[src/rtl/baud_pkg.sv]
package baud_pkg;
  localparam int BYTE_W    = 8;
  localparam int DIV_BYTES = 2;
  localparam int DIV_W     = DIV_BYTES * BYTE_W;
  localparam int OSR_W     = 4;
  localparam int MIN_SC    = 4;
  localparam int ADDR_W    = 2;
  localparam int OSR_ADDR  = DIV_BYTES;
endpackage

[src/rtl/baud_cfg_regs.sv]
module baud_cfg_regs
  import baud_pkg::*;
#(
  parameter int NBYTES = DIV_BYTES,
  parameter int OSW    = OSR_W,
  parameter int AW     = ADDR_W,
  parameter int SC_MIN = MIN_SC
) (
  input  logic                    clk,
  input  logic                    rst_n,
  input  logic                    wr_en,
  input  logic [AW-1:0]           wr_addr,
  input  logic [BYTE_W-1:0]       wr_data,
  output logic [NBYTES*BYTE_W-1:0] div_last,
  output logic [OSW-1:0]          sc_last,
  output logic                    div_reload,
  output logic                    os_reload
);
  localparam int DW = NBYTES * BYTE_W;

  logic [DW-1:0]  div_q, div_d;
  logic [OSW-1:0] osr_q, osr_d;
  logic           div_hit;

  always_comb begin
    div_d   = div_q;
    div_hit = 1'b0;
    for (int b = 0; b < NBYTES; b++) begin
      if (wr_en && (wr_addr == AW'(b))) begin
        div_d[b*BYTE_W +: BYTE_W] = wr_data;
        div_hit                   = 1'b1;
      end
    end
  end

  always_comb begin
    osr_d     = osr_q;
    os_reload = 1'b0;
    if (wr_en && (wr_addr == AW'(NBYTES))) begin
      osr_d     = wr_data[OSW-1:0];
      os_reload = 1'b1;
    end
  end

  always_ff @(posedge clk or negedge rst_n) begin
    if (!rst_n) begin
      div_q <= '0;
      osr_q <= '0;
    end else begin
      div_q <= div_d;
      osr_q <= osr_d;
    end
  end

  assign div_reload = div_hit;
  // a zero divisor wraps to all ones, giving a full 2**DW count
  assign div_last   = div_q - DW'(1);
  assign sc_last    = (osr_q < OSW'(SC_MIN)) ? '1 : (osr_q - OSW'(1));

  AST_SC_RANGE: assert property (@(posedge clk) disable iff (!rst_n)
    sc_last >= OSW'(SC_MIN - 1));
  AST_DIV_HOLD: assert property (@(posedge clk) disable iff (!rst_n)
    !div_reload |=> $stable(div_q));
endmodule

[src/rtl/baud_div_cnt.sv]
module baud_div_cnt #(
  parameter int W = 16
) (
  input  logic         clk,
  input  logic         rst_n,
  input  logic         en,
  input  logic         reload,
  input  logic [W-1:0] last,
  output logic         tick
);
  logic [W-1:0] cnt_q, cnt_d;
  logic         tick_q, tick_d;

  always_comb begin
    cnt_d  = cnt_q;
    tick_d = 1'b0;
    if (reload) begin
      cnt_d = '0;
    end else if (en) begin
      if (cnt_q == last) begin
        cnt_d  = '0;
        tick_d = 1'b1;
      end else begin
        cnt_d = cnt_q + W'(1);
      end
    end
  end

  always_ff @(posedge clk or negedge rst_n) begin
    if (!rst_n) begin
      cnt_q  <= '0;
      tick_q <= 1'b0;
    end else begin
      cnt_q  <= cnt_d;
      tick_q <= tick_d;
    end
  end

  assign tick = tick_q;

  AST_DIV_BOUND: assert property (@(posedge clk) disable iff (!rst_n)
    cnt_q <= last);
  AST_TICK_FROM_EN: assert property (@(posedge clk) disable iff (!rst_n)
    $rose(tick_q) |-> $past(en) && !$past(reload));
  AST_RELOAD_QUIET: assert property (@(posedge clk) disable iff (!rst_n)
    reload |=> !tick_q && (cnt_q == '0));
endmodule

[src/rtl/baud_os_cnt.sv]
module baud_os_cnt #(
  parameter int W = 4
) (
  input  logic         clk,
  input  logic         rst_n,
  input  logic         samp,
  input  logic         reload,
  input  logic [W-1:0] last,
  output logic         bit_tick
);
  logic [W-1:0] cnt_q, cnt_d;
  logic         wrap;

  assign wrap = (cnt_q == last);

  always_comb begin
    cnt_d = cnt_q;
    if (reload) begin
      cnt_d = '0;
    end else if (samp) begin
      cnt_d = wrap ? '0 : (cnt_q + W'(1));
    end
  end

  always_ff @(posedge clk or negedge rst_n) begin
    if (!rst_n) cnt_q <= '0;
    else        cnt_q <= cnt_d;
  end

  assign bit_tick = samp && wrap;

  AST_OS_BOUND: assert property (@(posedge clk) disable iff (!rst_n)
    cnt_q <= last);
  AST_OS_RESTART: assert property (@(posedge clk) disable iff (!rst_n)
    reload |=> (cnt_q == '0));
  AST_BIT_SPACING: assert property (@(posedge clk) disable iff (!rst_n)
    bit_tick |=> !bit_tick);
endmodule

[src/rtl/baud_tick_gen.sv]
module baud_tick_gen
  import baud_pkg::*;
(
  input  logic              clk,
  input  logic              rst_n,
  input  logic              presc_en,
  input  logic              wr_en,
  input  logic [ADDR_W-1:0] wr_addr,
  input  logic [BYTE_W-1:0] wr_data,
  output logic              sample_tick,
  output logic              bit_tick
);
  logic [1:0]       rst_sync_q;
  logic             rst_int_n;
  logic [DIV_W-1:0] div_last;
  logic [OSR_W-1:0] sc_last;
  logic             div_reload;
  logic             os_reload;

  always_ff @(posedge clk or negedge rst_n) begin
    if (!rst_n) rst_sync_q <= '0;
    else        rst_sync_q <= {rst_sync_q[0], 1'b1};
  end
  assign rst_int_n = rst_sync_q[1];

  baud_cfg_regs #(
    .NBYTES(DIV_BYTES), .OSW(OSR_W), .AW(ADDR_W), .SC_MIN(MIN_SC)
  ) u_regs (
    .clk(clk), .rst_n(rst_int_n), .wr_en(wr_en), .wr_addr(wr_addr),
    .wr_data(wr_data), .div_last(div_last), .sc_last(sc_last),
    .div_reload(div_reload), .os_reload(os_reload)
  );

  baud_div_cnt #(.W(DIV_W)) u_div (
    .clk(clk), .rst_n(rst_int_n), .en(presc_en), .reload(div_reload),
    .last(div_last), .tick(sample_tick)
  );

  baud_os_cnt #(.W(OSR_W)) u_os (
    .clk(clk), .rst_n(rst_int_n), .samp(sample_tick), .reload(os_reload),
    .last(sc_last), .bit_tick(bit_tick)
  );

  AST_BIT_ALIGNED: assert property (@(posedge clk) disable iff (!rst_int_n)
    bit_tick |-> sample_tick);
  AST_RESET_QUIET: assert property (@(posedge clk)
    !rst_int_n |-> !sample_tick && !bit_tick);
endmodule

[config.mk]
export PLATFORM = sky130hd
export DESIGN_NAME = baud_tick_gen
export DESIGN_NICKNAME = d
export VERILOG_FILES = /design/src/rtl/baud_pkg.sv /design/src/rtl/baud_cfg_regs.sv /design/src/rtl/baud_div_cnt.sv /design/src/rtl/baud_os_cnt.sv /design/src/rtl/baud_tick_gen.sv
export SDC_FILE = /design/constraint.sdc
export NUM_CORES = 1
export LEC_CHECK = 0
export BUFFER_PORTS_ARGS = -buffer_cell sky130_fd_sc_hd__buf_2
export CELL_PAD_IN_SITES_DETAIL_PLACEMENT = 0
export CELL_PAD_IN_SITES_GLOBAL_PLACEMENT = 2
export CORE_MARGIN = 3
export CORE_UTILIZATION = 30
export DETAILED_ROUTE_END_ITERATION = 12
export PLACE_DENSITY = 0.73
export SLEW_MARGIN = 25
export SYNTH_ARGS = -nofsm -noshare
export SYNTH_HDL_FRONTEND = slang
export SYNTH_HIERARCHICAL = 1
export SYNTH_SLANG_ARGS = --single-unit
[constraint.sdc]
create_clock -name clk -period 3.6 [get_ports clk]
set_input_delay 0.72 -clock clk [delete_from_list [all_inputs] [get_ports clk]]
set_output_delay 0.72 -clock clk [all_outputs]
set_load 0.005 [all_outputs]
==> flow_metrics.py <==
metrics = {
    "clock_tree": {
        "cts_root_buffer": "clkbuf_8",
        "clk-insertion-delay-late_ns": 0.30,
        "htreeDepth": 2,
        "cts_made_buffers": 5,
        "post_cts_buffers": 0,
        "cts_sinks": 43,
        "cts-resized-gates": 0,
        "clk_pin_slew_ns": 0.09,
        "cts_tree": "done",
        "cts_hold_buf": 0,
        "ctsLongestPathBuffers": 2,
    },
    "worst_setup_path": {
        "path_class": "flip-flop to flip-flop",
        "reg2reg_from": "u_regs/div_q[6]$_DFFE_PN0P_",
        "reg2reg_depth": 10,
        "cp-start-kind": "flip-flop",
        "startpoint": "u_regs/div_q[6]$_DFFE_PN0P_",
        "endpoint_kind": "flip-flop",
        "cp-endpoint": "u_div/cnt_q[15]$_DFFE_PN0P_",
        "rr_endpoint": "u_div/cnt_q[15]$_DFFE_PN0P_",
        "reg2reg_slack_ns": 0.47,
        "worstPathRequired_ns": 3.77,
        "cp.arrival_ns": 3.30,
        "critPathMaxFanout": 13,
    },
    "drt": {
        "drt_iter0_markers": 67,
        "dr.pass1.iters": 4,
        "ant_nets": 0,
        "via_per_inst": 5.005,
        "drc_errors": 0,
        "vias": 1987,
        "wl_per_cell_um": 14.60,
        "wirelength_um": 5795,
    },
    "grt": {
        "grt_max_degree": 42,
        "grt_pass1_wl_um": 9956,
        "grt_pass1_vias": 1958,
        "grt-ovfl-total": 0,
        "antenna_found_initial": 0,
        "track_usage_pct": 12.20,
    },
    "sta": {
        "fin_crit_sh_pct": 86.93,
        "finClkSkew_ns": 0.007628,
        "max_freq_mhz": 319.6,
        "finalHoldViolations": 0,
        "setup-violations-final": 0,
        "tns_ns": 0,
        "fin_ws_ns": 0.4706,
        "fin_crit_ns": 3.129,
        "rsz0062_at_grt": "false",
        "slew_viol_final": 0,
        "worst_pin_slew_ns": 0.8951,
        "slew_headroom_pct": 40.33,
    },
    "power_and_ir_drop": {
        "power_leakage_nw": 1.258,
        "power_density_mw_per_mm2": 442.0,
        "irDropWorstVdd_v": 0.0002080,
    },
    "place": {
        "post-place-ws_ns": 0.4703,
        "gp_congestion": 0.7498,
        "dp.cells": 390,
        "port_buffers": 15,
        "dp_hpwl_um": 4320,
    },
    "yosys": {
        "synth_seq_cells": 43,
        "synth_most_common_cell": "dfrtp_1",
        "synth_async_sr_flop_share_pct": 100.0,
        "netlist.area_leader.share_pct": 39.72,
        "synth_commonest_cells": "dfrtp_1 (43), nand2_1 (29), xor2_1 (26)",
        "syn_nets": 294,
        "syn_area_mm2": 0.002709,
        "yosysWarnings": 6,
        "syn-instance-count": 276,
        "avgSynthCellArea_um2": 9.815,
        "synth_cell_types": 48,
        "synth_edf_count": 0,
        "yosys-top-cells-area": "dfrtp_1 (40%), xor2_1 (8.4%), mux2_2 (7.9%), nand2_1 (4.0%), nor4_2 (2.3%)",
        "synth-seq-area-share_pct": 39.72,
        "yosys.area.top_type": "dfrtp_1",
        "synthFlopType": "dfrtp_1",
    },
    "die": {
        "rows": 34,
        "die_h_um": 101.0,
        "pin_count": 16,
        "core-area_mm2": 0.008763,
        "start_util_pct": 30.91,
        "dieWidth_um": 101.0,
        "dieArea_mm2": 0.01021,
    },
    "run_status": {
        "status": "completed",
    },
    "layout": {
        "n_antenna_cell": 0,
        "layout.nets": 307,
        "stdcell_count": 397,
        "nFillCells": 925,
        "ff_latch_area_mm2": 0.001077,
        "multiInputGateArea_mm2": 0.001519,
        "drive_above_1_share_pct": 20.07,
        "area_growth_pct": 9.607,
    },
    "worst_hold_path": {
        "hp-class": "input port to async pin",
    },
    "flow_run": {
        "cap_violations": 0,
    },
}
==> cell usage in the layout (no fill, tap or decap), types with 2 or more instances in the layout <==
cell type  Yosys  layout
a21oi_2        2       2
xor2_1        26      26
nand4_1        8       8
nand3_1       12      12
nand2_1       29      29
o21ai_0        6       6
a31oi_1        3       3
nor4_4         2       2
and3_1         4       4
nand2b_1       9       9
buf_4          1       2
dfrtp_1       43      42
nor2b_1        6       6
nor2_1        16      16
a21oi_1        8       8
nand4b_1       2       2
clkbuf_8       0       5
nor4_2         5       5
mux2i_1        2       2
nor4_1         2       2
nor3_1         6       6
nand4_2        2       2
nand3b_1       4       4
o32ai_1        3       3
buf_2          3      15
inv_1         11      11
mux2_2        19      19
o21ai_1        3       3
ha_1           4       4
and4_1         5       5
o211ai_1       3       3
xnor2_1        6       6
==> worst max-delay path: stages (launching register included) <==
cell and delay, ns:
dfrtp_1 0.44, or4_4 0.60, nor4_4 0.19, nand4b_1 0.16, xnor2_1 0.24, xor2_1 0.11
nor4_2 0.33, nand4_2 0.35, buf_4 0.32, nand2_1 0.14, o211ai_1 0.12
==> per-layer routing <==
metal | global-route usage (%) | wire length [um] | part of all wire, % | up-vias
met5 | 0 | 0 | 0 | -
met4 | 3.170 | 65 | 1.1 | 0
met3 | 1.869 | 97 | 1.7 | 5
met2 | 19.59 | 2761 | 48 | 22
met1 | 17.14 | 2871 | 50 | 955
li1 | - | - | - | 1005
==> report_power, final <==
group	switching [mW]	total [mW]	internal (mW)	leakage (nW)
logic	0.138	0.281	0.143	0.669
clock network	0.169	0.372	0.203	0.0502
registers	0.113	0.659	0.547	0.540
==> per-stage QoR <==
stage	instance area, um2	utilization (%)	hold WS, ns	power [mW]
finish	2969	33.88	0.1946	1.312
global route	2969	33.88	0.1736	1.397
CTS	2969	33.88	0.1840	1.331
detailed placement	2863	32.67	0.3419	0.9551
global placement	2863	32.67	0.3357	0.9525
floorplan	2709	-	0.3312	0.8797
==> registers in the layout, summed over array words and instances, names as in the netlist <==
register and flops:
rst_sync_q 2, u_div/cnt_q 16, u_div/tick 1, u_os/cnt_q 4, u_regs/div_q 16, u_regs/osr_q 4
==> layout make-up <==
cell class | instances | area share, %
flip-flops and latches | 43 | 36.28
multi-input cells | 211 | 51.16
well taps | 108 | 4.551
clock buffers | 5 | 2.318
repair buffers | 17 | 3.034
inverters | 11 | 1.391
clock inverters | 2 | 1.264
==> worst min path at each step <==
stage	from	to	slack (ns)	cells after the start
floorplan	rst_sync_q[0]$_DFF_PN0_	rst_sync_q[1]$_DFF_PN0_	0.33	0
CTS	rst_n	rst_sync_q[1]$_DFF_PN0_	0.18	1
global placement	rst_sync_q[0]$_DFF_PN0_	rst_sync_q[1]$_DFF_PN0_	0.34	0
detailed placement	rst_sync_q[0]$_DFF_PN0_	rst_sync_q[1]$_DFF_PN0_	0.34	0
global route	rst_n	rst_sync_q[1]$_DFF_PN0_	0.17	1
finish	rst_n	rst_sync_q[1]$_DFF_PN0_	0.19	1
==> kinds of logic after synthesis <==
group | count (synthesis) | synth area share [%]
buffers and inverters | 22 | 4.203
AO/OA/AOI/OAI | 34 | 8.453
flip-flops | 43 | 39.72
multiplexers | 21 | 8.638
XOR/XNOR | 32 | 10.35
AND/OR/NAND/NOR | 119 | 26.65
other | 1 | 0.1384
adder cells (fa/ha/maj) | 4 | 1.848
(Power assumes the default switching activity.)
